[config.mk]
export PLATFORM = sky130hd
export DESIGN_NAME = adc_burst_sampler
export DESIGN_NICKNAME = d
export VERILOG_FILES = /design/src/rtl/adcs_pkg.sv /design/src/rtl/adcs_rate_ctl.sv /design/src/rtl/adcs_interval_timer.sv /design/src/rtl/adcs_frame_engine.sv /design/src/rtl/adcs_shift_in.sv /design/src/rtl/adc_burst_sampler.sv
export SDC_FILE = /design/constraint.sdc
export NUM_CORES = 1
export LEC_CHECK = 0
export ABC_AREA = 1
export CAP_MARGIN = 20
export CELL_PAD_IN_SITES_DETAIL_PLACEMENT = 1
export CELL_PAD_IN_SITES_GLOBAL_PLACEMENT = 1
export CORE_ASPECT_RATIO = 0.75
export CORE_MARGIN = 2
export CORE_UTILIZATION = 44
export DETAILED_ROUTE_END_ITERATION = 8
export PLACE_DENSITY = 0.87
export SLEW_MARGIN = 20
export SYNTH_ARGS = -nofsm -noshare
export SYNTH_HDL_FRONTEND = slang
export SYNTH_SLANG_ARGS = --single-unit
[constraint.sdc]
create_clock -name clk -period 5 [get_ports clk]
set_input_delay 0.75 -clock clk [delete_from_list [all_inputs] [get_ports clk]]
set_output_delay 0.75 -clock clk [all_outputs]
set_load 0.005 [all_outputs]
[src/rtl/adcs_pkg.sv]
package adcs_pkg;
  typedef enum logic [1:0] {
    FR_IDLE  = 2'd0,
    FR_SETUP = 2'd1,
    FR_LOW   = 2'd2,
    FR_HIGH  = 2'd3
  } frame_st_t;
endpackage

[src/rtl/adcs_rate_ctl.sv]
// Clamps the requested half-period into the permitted band and derives the
// effective frame interval (never shorter than one frame plus one idle period).
module adcs_rate_ctl #(
  parameter int HW         = 6,
  parameter int IW         = 24,
  parameter int HALF_MIN   = 13,
  parameter int HALF_MAX   = 50,
  parameter int FRAME_CLKS = 20
) (
  input  logic [HW-1:0] half_div,
  input  logic [IW-1:0] interval,
  output logic [HW-1:0] half_eff,
  output logic [IW-1:0] iv_eff
);
  // setup half + 2 halves per serial period + one idle serial period
  localparam int MIN_MULT = 2 * FRAME_CLKS + 3;
  localparam logic [HW-1:0] H_LO = HW'(HALF_MIN);
  localparam logic [HW-1:0] H_HI = HW'(HALF_MAX);

  logic [IW-1:0] min_iv;

  always_comb begin
    if (half_div < H_LO) begin
      half_eff = H_LO;
    end else if (half_div > H_HI) begin
      half_eff = H_HI;
    end else begin
      half_eff = half_div;
    end
    min_iv = IW'(MIN_MULT) * IW'(half_eff);
    iv_eff = (interval > min_iv) ? interval : min_iv;
  end
endmodule

[src/rtl/adcs_interval_timer.sv]
// Counts system cycles since the last frame start; saturates when left idle.
module adcs_interval_timer #(
  parameter int IW = 24
) (
  input  logic          clk,
  input  logic          rst_n,
  input  logic          start,
  input  logic [IW-1:0] iv_eff,
  output logic          due
);
  logic [IW-1:0] tmr_q, tmr_d;

  always_comb begin
    tmr_d = tmr_q;
    if (start) begin
      tmr_d = '0;
    end else if (tmr_q != '1) begin
      tmr_d = tmr_q + IW'(1);
    end
  end

  always_ff @(posedge clk or negedge rst_n) begin
    if (!rst_n) begin
      tmr_q <= '0;
    end else begin
      tmr_q <= tmr_d;
    end
  end

  assign due = (tmr_q >= (iv_eff - IW'(1)));

  // after a start the timer has restarted from zero
  p_timer_restart_r4: assert property (@(posedge clk) disable iff (!rst_n)
    start |=> (tmr_q == '0));
endmodule

[src/rtl/adcs_frame_engine.sv]
// Sequences one select frame: setup half, then FRAME_CLKS serial periods.
module adcs_frame_engine
  import adcs_pkg::*;
#(
  parameter int HW         = 6,
  parameter int HALF_MIN   = 13,
  parameter int HALF_MAX   = 50,
  parameter int FRAME_CLKS = 20,
  localparam int EW        = $clog2(FRAME_CLKS + 2)
) (
  input  logic          clk,
  input  logic          rst_n,
  input  logic          start_req,
  input  logic [HW-1:0] half_eff,
  output logic          start,
  output logic          rise_now,
  output logic [EW-1:0] rise_idx,
  output logic          done_now,
  output logic          cs_n,
  output logic          sclk
);
  localparam logic [EW-1:0] LAST_EDGE = EW'(FRAME_CLKS);

  frame_st_t     st_q, st_d;
  logic [HW-1:0] cnt_q, cnt_d;
  logic [HW-1:0] h_q, h_d;
  logic [EW-1:0] edge_q, edge_d;
  logic          cs_q, cs_d;
  logic          sclk_q, sclk_d;
  logic          cnt_zero;

  assign cnt_zero = (cnt_q == '0);
  assign rise_idx = edge_q + EW'(1);

  always_comb begin
    st_d     = st_q;
    cnt_d    = cnt_q;
    h_d      = h_q;
    edge_d   = edge_q;
    cs_d     = cs_q;
    sclk_d   = sclk_q;
    start    = 1'b0;
    rise_now = 1'b0;
    done_now = 1'b0;
    unique case (st_q)
      FR_IDLE: begin
        cs_d   = 1'b1;
        sclk_d = 1'b1;
        if (start_req) begin
          start  = 1'b1;
          st_d   = FR_SETUP;
          h_d    = half_eff;
          cnt_d  = half_eff - HW'(1);
          edge_d = '0;
          cs_d   = 1'b0;
        end
      end
      FR_SETUP: begin
        if (cnt_zero) begin
          st_d   = FR_LOW;
          sclk_d = 1'b0;
          cnt_d  = h_q - HW'(1);
        end else begin
          cnt_d = cnt_q - HW'(1);
        end
      end
      FR_LOW: begin
        if (cnt_zero) begin
          st_d     = FR_HIGH;
          sclk_d   = 1'b1;
          rise_now = 1'b1;
          edge_d   = edge_q + EW'(1);
          cnt_d    = h_q - HW'(1);
        end else begin
          cnt_d = cnt_q - HW'(1);
        end
      end
      FR_HIGH: begin
        if (cnt_zero) begin
          if (edge_q == LAST_EDGE) begin
            st_d     = FR_IDLE;
            cs_d     = 1'b1;
            done_now = 1'b1;
          end else begin
            st_d   = FR_LOW;
            sclk_d = 1'b0;
            cnt_d  = h_q - HW'(1);
          end
        end else begin
          cnt_d = cnt_q - HW'(1);
        end
      end
      default: st_d = FR_IDLE;
    endcase
  end

  always_ff @(posedge clk or negedge rst_n) begin
    if (!rst_n) begin
      st_q   <= FR_IDLE;
      cnt_q  <= '0;
      h_q    <= HW'(HALF_MIN);
      edge_q <= '0;
      cs_q   <= 1'b1;
      sclk_q <= 1'b1;
    end else begin
      st_q   <= st_d;
      cnt_q  <= cnt_d;
      h_q    <= h_d;
      edge_q <= edge_d;
      cs_q   <= cs_d;
      sclk_q <= sclk_d;
    end
  end

  assign cs_n = cs_q;
  assign sclk = sclk_q;

  // clock parked high whenever select is released
  p_sclk_parked_r2: assert property (@(posedge clk) disable iff (!rst_n)
    cs_q |-> sclk_q);
  // rising-edge count never exceeds the burst length
  p_edges_bounded_r2: assert property (@(posedge clk) disable iff (!rst_n)
    edge_q <= LAST_EDGE);
  // latched half-period always inside the band
  p_half_band_r3: assert property (@(posedge clk) disable iff (!rst_n)
    (h_q >= HW'(HALF_MIN)) && (h_q <= HW'(HALF_MAX)));
  // half-period frozen for the whole frame
  p_half_frozen_r8: assert property (@(posedge clk) disable iff (!rst_n)
    ((st_q != FR_IDLE) && $past(st_q != FR_IDLE)) |-> $stable(h_q));
endmodule

[src/rtl/adcs_shift_in.sv]
// Captures the data window MSB first and presents it with a one-cycle strobe.
module adcs_shift_in #(
  parameter int DATA_W     = 12,
  parameter int LEAD_BITS  = 4,
  parameter int FRAME_CLKS = 20,
  localparam int EW        = $clog2(FRAME_CLKS + 2)
) (
  input  logic              clk,
  input  logic              rst_n,
  input  logic              rise_now,
  input  logic [EW-1:0]     rise_idx,
  input  logic              miso,
  input  logic              done_now,
  output logic [DATA_W-1:0] sample,
  output logic              sample_vld
);
  localparam logic [EW-1:0] FIRST_IDX = EW'(LEAD_BITS + 1);
  localparam logic [EW-1:0] LAST_IDX  = EW'(LEAD_BITS + DATA_W);

  logic [DATA_W-1:0] shreg_q, shreg_d;
  logic [DATA_W-1:0] smp_q, smp_d;
  logic              vld_q;
  logic              in_window;

  assign in_window = (rise_idx >= FIRST_IDX) && (rise_idx <= LAST_IDX);

  always_comb begin
    shreg_d = shreg_q;
    smp_d   = smp_q;
    if (rise_now && in_window) begin
      shreg_d = {shreg_q[DATA_W-2:0], miso};
    end
    if (done_now) begin
      smp_d = shreg_q;
    end
  end

  always_ff @(posedge clk or negedge rst_n) begin
    if (!rst_n) begin
      shreg_q <= '0;
      smp_q   <= '0;
      vld_q   <= 1'b0;
    end else begin
      shreg_q <= shreg_d;
      smp_q   <= smp_d;
      vld_q   <= done_now;
    end
  end

  assign sample     = smp_q;
  assign sample_vld = vld_q;

  // result only changes together with the strobe
  p_sample_stable_r6: assert property (@(posedge clk) disable iff (!rst_n)
    !vld_q |-> $stable(smp_q));
endmodule

[src/rtl/adc_burst_sampler.sv]
module adc_burst_sampler #(
  parameter int DATA_W     = 12,
  parameter int LEAD_BITS  = 4,
  parameter int FRAME_CLKS = 20,
  parameter int HW         = 6,
  parameter int IW         = 24,
  parameter int HALF_MIN   = 13,
  parameter int HALF_MAX   = 50
) (
  input  logic              clk,
  input  logic              rst_n,
  input  logic              enable,
  input  logic [HW-1:0]     half_div,
  input  logic [IW-1:0]     interval,
  input  logic              miso,
  output logic              cs_n,
  output logic              sclk,
  output logic [DATA_W-1:0] sample,
  output logic              sample_vld
);
  localparam int EW = $clog2(FRAME_CLKS + 2);

  logic [HW-1:0] half_eff;
  logic [IW-1:0] iv_eff;
  logic          due;
  logic          start;
  logic          rise_now;
  logic [EW-1:0] rise_idx;
  logic          done_now;

  adcs_rate_ctl #(
    .HW(HW), .IW(IW), .HALF_MIN(HALF_MIN), .HALF_MAX(HALF_MAX),
    .FRAME_CLKS(FRAME_CLKS)
  ) u_rate (
    .half_div(half_div), .interval(interval),
    .half_eff(half_eff), .iv_eff(iv_eff)
  );

  adcs_interval_timer #(.IW(IW)) u_timer (
    .clk(clk), .rst_n(rst_n), .start(start), .iv_eff(iv_eff), .due(due)
  );

  adcs_frame_engine #(
    .HW(HW), .HALF_MIN(HALF_MIN), .HALF_MAX(HALF_MAX), .FRAME_CLKS(FRAME_CLKS)
  ) u_engine (
    .clk(clk), .rst_n(rst_n), .start_req(enable && due), .half_eff(half_eff),
    .start(start), .rise_now(rise_now), .rise_idx(rise_idx),
    .done_now(done_now), .cs_n(cs_n), .sclk(sclk)
  );

  adcs_shift_in #(
    .DATA_W(DATA_W), .LEAD_BITS(LEAD_BITS), .FRAME_CLKS(FRAME_CLKS)
  ) u_shift (
    .clk(clk), .rst_n(rst_n), .rise_now(rise_now), .rise_idx(rise_idx),
    .miso(miso), .done_now(done_now), .sample(sample), .sample_vld(sample_vld)
  );

  // strobe lasts one cycle
  p_vld_pulse_r6: assert property (@(posedge clk) disable iff (!rst_n)
    sample_vld |=> !sample_vld);
  // strobe coincides with select release
  p_vld_at_release_r6: assert property (@(posedge clk) disable iff (!rst_n)
    sample_vld |-> (cs_n && $past(!cs_n)));
  // a frame only opens while enabled
  p_start_needs_enable_r7: assert property (@(posedge clk) disable iff (!rst_n)
    $fell(cs_n) |-> $past(enable));
endmodule

==> tab_implementation.tex, run 1 <==
\begin{tabular}{lr}
\hline
Metric & Value \\
\hline
\multicolumn{2}{l}{\textbf{Clocking}} \\
\quad CTS Hold Buffers Added & 0 \\
\quad Total number of H-tree levels & 3 \\
\quad TritonCTS Sinks & 70 \\
\quad Number of buffers added by the clock tree synthesis step & 9 \\
\quad Maximum count of clock buffers along a single path & 2 \\
\quad Root Buffer & sky130\_fd\_sc\_hd\_\_clkbuf\_16 \\
\multicolumn{2}{l}{\textbf{GRT}} \\
\quad Global route total overflow & 60 \\
\quad Overall global routing resource usage & about 73\% \\
\quad Antenna violations before repair & 2 \\
\quad Maximum number of pins on one net before global-route repair & 71 \\
\multicolumn{2}{l}{\textbf{Synth}} \\
\quad Seq/Total Area, Yosys & about 30\% \\
\quad Area share of the largest cell type after synthesis & 27.49\% \\
\quad Count of flip-flops with a built-in enable after synthesis & 0 \\
\quad Mapped Cells & 840 \\
\quad Ranking of synthesized cells by area & sky130\_fd\_sc\_hd\_\_dfrtp\_1, sky130\_fd\_sc\_hd\_\_nand2\_1, sky130\_fd\_sc\_hd\_\_ha\_1, sky130\_fd\_sc\_hd\_\_inv\_1, sky130\_fd\_sc\_hd\_\_nand3\_1 \\
\quad Synth area leader & sky130\_fd\_sc\_hd\_\_dfrtp\_1 \\
\quad Avg Inst Size Synth & 7.044 µm² \\
\quad Ranking of synthesized cells by instance count & sky130\_fd\_sc\_hd\_\_nand2\_1, sky130\_fd\_sc\_hd\_\_inv\_1, sky130\_fd\_sc\_hd\_\_nand3\_1 \\
\quad Post-synth top flop & sky130\_fd\_sc\_hd\_\_dfrtp\_1 \\
\quad Yosys cell types & 43 \\
\quad Most frequent cell after synthesis & sky130\_fd\_sc\_hd\_\_nand2\_1 \\
\quad Cell area after synthesis & 5917 µm² \\
\quad Syn Nets & 940 \\
\quad Count of synthesis-stage warnings from yosys & 0 \\
\quad Total of flip-flops plus latches after synthesis & 70 \\
\quad Fraction of registers with async set or reset after synthesis & 100.0\% \\
\multicolumn{2}{l}{\textbf{Floorplanning}} \\
\quad I/O Pins & 49 \\
\quad Initial Util & a little under half \\
\quad Die X & 137.9 µm \\
\quad Die span in y & 104.4 µm \\
\quad Number of core rows & 36 \\
\multicolumn{2}{l}{\textbf{Place}} \\
\quad Global placer's final weighted congestion & 0.8753 \\
\quad Count of buffers from port buffering & 48 \\
\quad Hpwl dp & roughly 15000 µm \\
\multicolumn{2}{l}{\textbf{Outcome}} \\
\quad Result of the run & stopped before the end \\
\quad Error msg & [ERROR GRT-0232] Routing congestion too high. Check the congestion heatmap in the GUI. \\
\quad Terminating stage of the flow & global routing (5\_1\_grt) \\
\multicolumn{2}{l}{\textbf{STA}} \\
\quad Endpoint with the least setup slack after the last repair & u\_engine.cnt\_q[3]\$\_DFFE\_PN0P\_/D \\
\quad Worst endpoint type & sequential cell input \\
\hline
\end{tabular}
==> logic make-up after synthesis <==
group / synth area share, %
compound gates: 9.262
xor+xnor: 3.701
fa+ha+maj: 14.72
buf+inv: 10.97
flops: 29.71
mux: 0.3806
simple gates: 31.25
==> metal layers <==
layer / GRT usage [%] / overflow
met5: 3.704 / 0
met4: 73.83 / 38
met3: 59.31 / 0
met2: 86.74 / 22
met1: 73.61 / 0
==> metrics by stage <==
stage               std cells  cell area, µm²  TNS [ps]  hold slack [ps]  worst slack (ps)
floorplan                 840            6081    -63920            449.2             -1633
global placement         1114            7194   -110590            459.1             -2675
detailed placement       1114            7194   -132500            474.6             -3272
CTS                      1154            8268    -81280            488.2             -1947
==> timing repair <==
item,in CTS
endpoints found under the setup margin,43
resized for setup,147
cloned,4
pin swaps,47
setup buffers,21
==> run 2: changes to the inputs <==
Settings changed: CELL_PAD_IN_SITES_DETAIL_PLACEMENT 1 to not set, CELL_PAD_IN_SITES_GLOBAL_PLACEMENT 1 to not set, CORE_ASPECT_RATIO 0.75 to not set, CORE_UTILIZATION 44 to 29, PLACE_DENSITY 0.87 to not set, PLACE_DENSITY_LB_ADDON set to 0.15.
==> run 2 against run 1 <==
  * The flow now finishes, with violations (negative setup slack)
  * Synthesized cell count stayed put
  * Synthesized area stayed put
==> tab_implementation.tex, run 2 <==
\begin{tabular}{lr}
\hline
Metric & Value \\
\hline
\multicolumn{2}{l}{\textbf{Power and ir drop}} \\
\quad Max VDD drop & 0.1846 mV \\
\quad Leakage & between 4 and 5 nW \\
\quad PD cells & 256.0 nW/µm² \\
\quad Design Power & 2.235 mW \\
\multicolumn{2}{l}{\textbf{Drt}} \\
\quad Average routed wire per standard cell & $\sim$12 µm \\
\quad Vias/cell & around 4.4 \\
\quad Number of iterations in the first detailed-routing pass & 4 \\
\quad Detailed Route Iter0 Violations & 266 \\
\quad Routed via count & 5662 \\
\quad DRC violations left & 0 \\
\quad Routed wire length & 15930 µm \\
\quad Antenna viol nets, final & 0 \\
\multicolumn{2}{l}{\textbf{STA}} \\
\quad Final hold violations & 0 \\
\quad Post-Route Skew & approximately 6.6 ps \\
\quad Slew margin rel. & around 45\% \\
\quad Final Max Tran Viols & 0 \\
\quad Unrepaired setup endpoints after global routing & true \\
\quad Worst hold slack & 472.7 ps \\
\quad Clock period minus final worst setup slack & between 6000 and 7000 ps \\
\quad Post-route worst setup slack & -1685 ps \\
\quad Number of setup violations in the final report & 43 \\
\quad Peak Freq & 149.6 MHz \\
\quad Part of the cycle the worst path needs & 133.7\% \\
\quad Transition time at the pin with the least slew margin & 821.5 ps \\
\multicolumn{2}{l}{\textbf{Place}} \\
\quad DP Cell Count & 1222 (+9.7\%) \\
\quad Count of buffers from port buffering & 48 (unchanged) \\
\quad Hpwl dp & 11850 µm (-23\%) \\
\quad Global placer's final weighted congestion & 0.7877 (-10\%) \\
\quad Placed cell area & 7386 µm² (+2.7\%) \\
\quad Place WS & -2762 ps (+509.8 ps) \\
\multicolumn{2}{l}{\textbf{Clocking}} \\
\quad TritonCTS Sinks & 70 (unchanged) \\
\quad Clock transition time at the flip-flop clock pins of the worst setup and hold paths & 50 ps \\
\quad Clock tree from TritonCTS & yes \\
\quad CTS Hold Buffers Added & 0 (unchanged) \\
\quad Maximum count of clock buffers along a single path & 2 (unchanged) \\
\quad Root Buffer & sky130\_fd\_sc\_hd\_\_clkbuf\_16 \\
\quad Total number of H-tree levels & 3 (unchanged) \\
\quad Number of buffers added by the clock tree synthesis step & 9 (unchanged) \\
\quad Latest clock arrival within the worst-skew pair & between 300 and 400 ps \\
\multicolumn{2}{l}{\textbf{Setup path}} \\
\quad CP arrival & 6940 ps \\
\quad Depth of the worst register-to-register path & 7 \\
\quad Crit path kind & in -> reg \\
\quad Worst setup SP type & input port \\
\quad Maximum fanout count along the critical path & 8 \\
\quad Critical Path Sink Type & flop \\
\quad Number of buffers and inverters on the critical path & 10 \\
\quad Critical path required time & 5250 ps \\
\quad Worst setup path startpoint & half\_div[3] \\
\quad CP dominant cell by count & sky130\_fd\_sc\_hd\_\_nand2\_1 \\
\quad Cell at the slowest stage of the critical path & sky130\_fd\_sc\_hd\_\_fa\_1 \\
\quad Crit-path max cell delay & 490 ps \\
\quad Critical path endpoint & u\_engine.edge\_q[0] \\
\quad Family with the most delay on the worst path & adder cells \\
\quad Capture instance of the worst register-to-register path & u\_engine.cnt\_q[2] \\
\quad Slack of the worst reg-to-reg path & 2260 ps \\
\quad Number of stages on the worst setup path & 50 \\
\quad Worst flop-to-flop path startpoint & u\_engine.cnt\_q[1] \\
\multicolumn{2}{l}{\textbf{Cells and area}} \\
\quad Largest register by flop count & u\_timer.tmr\_q \\
\quad Finished layout cell area & approximately 8700 µm² \\
\quad Nets & 1100 \\
\quad Area added between synthesis and finish & 47.58\% \\
\quad Antenna cell count & 0 \\
\quad Layout cells sized above 1 & 29.35\% \\
\quad Most common library cell in the layout ignoring fill and taps & sky130\_fd\_sc\_hd\_\_nand2\_1 \\
\quad Highest-count cells in the layout ignoring fill and taps & sky130\_fd\_sc\_hd\_\_nand2\_1, sky130\_fd\_sc\_hd\_\_inv\_1, sky130\_fd\_sc\_hd\_\_buf\_4 \\
\quad Number of flip-flops in the largest register & 24 \\
\quad Non-filler instance count after layout & 1275 \\
\multicolumn{2}{l}{\textbf{Synth}} \\
\quad Avg Inst Size Synth & 7.044 µm² (unchanged) \\
\quad Count of synthesis-stage warnings from yosys & 0 (unchanged) \\
\quad Ranking of synthesized cells by area & sky130\_fd\_sc\_hd\_\_dfrtp\_1, sky130\_fd\_sc\_hd\_\_nand2\_1, sky130\_fd\_sc\_hd\_\_ha\_1, sky130\_fd\_sc\_hd\_\_inv\_1, sky130\_fd\_sc\_hd\_\_nand3\_1 \\
\quad Mapped Cells & 840 (unchanged) \\
\quad Synth area leader & sky130\_fd\_sc\_hd\_\_dfrtp\_1 \\
\quad Count of flip-flops with a built-in enable after synthesis & 0 (unchanged) \\
\quad Total of flip-flops plus latches after synthesis & 70 (unchanged) \\
\quad Area share of the largest cell type after synthesis & 27.49\% (unchanged) \\
\quad Most frequent cell after synthesis & sky130\_fd\_sc\_hd\_\_nand2\_1 \\
\quad Ranking of synthesized cells by instance count & sky130\_fd\_sc\_hd\_\_nand2\_1, sky130\_fd\_sc\_hd\_\_inv\_1, sky130\_fd\_sc\_hd\_\_nand3\_1 \\
\quad Seq/Total Area, Yosys & 29.71\% (unchanged) \\
\quad Fraction of registers with async set or reset after synthesis & 100.0\% (unchanged) \\
\quad Cell area after synthesis & 5917 µm² (unchanged) \\
\quad Yosys cell types & 43 (unchanged) \\
\quad Post-synth top flop & sky130\_fd\_sc\_hd\_\_dfrtp\_1 \\
\quad Syn Nets & 940 (unchanged) \\
\multicolumn{2}{l}{\textbf{Outcome}} \\
\quad Failing checks & negative setup slack \\
\quad Result of the run & finished with violations \\
\multicolumn{2}{l}{\textbf{Floorplanning}} \\
\quad Initial Util & 29.43\% (-16 points) \\
\quad Total die area & 21560 µm² \\
\quad Die X & 146.8 µm (+6.5\%) \\
\quad Core footprint & 20100 µm² \\
\quad Die span in y & 146.8 µm (+41\%) \\
\quad I/O Pins & 49 (unchanged) \\
\quad Number of core rows & 52 (+44\%) \\
\multicolumn{2}{l}{\textbf{GRT}} \\
\quad Number of global-route vias before repair & 5651 \\
\quad Overall global routing resource usage & 15.27\% \\
\quad Maximum number of pins on one net before global-route repair & 41 \\
\quad Global route total overflow & 0 \\
\quad Antenna violations before repair & 0 \\
\quad Wire length of the first global-routing pass & 26960 µm \\
\multicolumn{2}{l}{\textbf{Hold path}} \\
\quad HP Start & u\_engine.h\_q[0] \\
\quad Worst min path class & reg -> reg \\
\multicolumn{2}{l}{\textbf{Run}} \\
\quad Reported max-cap violation count & 0 \\
\hline
\end{tabular}
## run 2: cell counts after synthesis
Identical to the previous run, type by type.
## run 2: cell type report
class                           count  area, µm²
Clock inverter                      4      70.07
Tap cell                          270      337.8
Inverter                          155      589.3
Clock buffer                       12      246.5
Fill cell                        2002      11370
Sequential cell                    70       1758
Timing Repair Buffer              160       1471
Multi-Input combinational cell    604       4259
## run 2: timing repair
item,CTS,global route
buffers inserted,30,5
resized for setup,144,40
setup endpoints to repair,43,43
pin swaps,67,14
gates cloned,4,0
## run 2: how the worst min path moves through the flow
stage / to / slack, ps / cells after the start
2_1_floorplan: u_engine.cnt_q[0] / 450 / 0
3_3_place_gp: u_shift.shreg_q[5] / 470 / 2
3_5_place_dp: u_shift.shreg_q[3] / 470 / 2
4_1_cts: u_engine.h_q[0] / 470 / 2
5_1_grt: u_shift.shreg_q[8] / 510 / 2
6_report: u_engine.h_q[0] / 470 / 2
## run 2: cell families after synthesis
kind of cell	Yosys count	synth area share [%]
AO/OA/AOI/OAI	96	9.262
XOR/XNOR	25	3.701
adder cells (fa/ha/maj)	66	14.72
flip-flops	70	29.71
buffers and inverters	167	10.97
multiplexers	2	0.3806
AND/OR/NAND/NOR	414	31.25
## run 2: power breakdown
group / total, mW / internal, mW / switching (mW)
Combinational: 0.989 / 0.495 / 0.494
Clock: 0.679 / 0.449 / 0.230
Sequential: 0.568 / 0.567 / 0.000106
Total: 2.24 / 1.51 / 0.724
## run 2: worst register-to-register path, stage by stage (launching register included)
cell and delay [ps]:
sky130_fd_sc_hd__dfrtp_1 400, sky130_fd_sc_hd__or2_1 230, sky130_fd_sc_hd__nor3_1 190, sky130_fd_sc_hd__nand3_1 260, sky130_fd_sc_hd__nor2_1 320, sky130_fd_sc_hd__clkinv_1 620
sky130_fd_sc_hd__nand2_4 310, sky130_fd_sc_hd__mux2_4 310
## run 2: per-layer routing
layer	vias up	wire, µm	track usage [%]	share of wire (%)
li1	3017	-	-	-
met1	2581	7784	20.23	49
met2	56	7652	26.50	48
met3	8	396	2.981	2.5
met4	0	99	2.087	0.62
met5	-	0	0	0
## run 2: stage by stage
step	TNS [ps]	utilization, %
detailed placement	-113700	36.74
finish	-69790	43.43
CTS	-69280	42.41
floorplan	-63920	-
global placement	-112060	36.74
global route	-90540	43.43
Power figures use the tool's default switching activity.
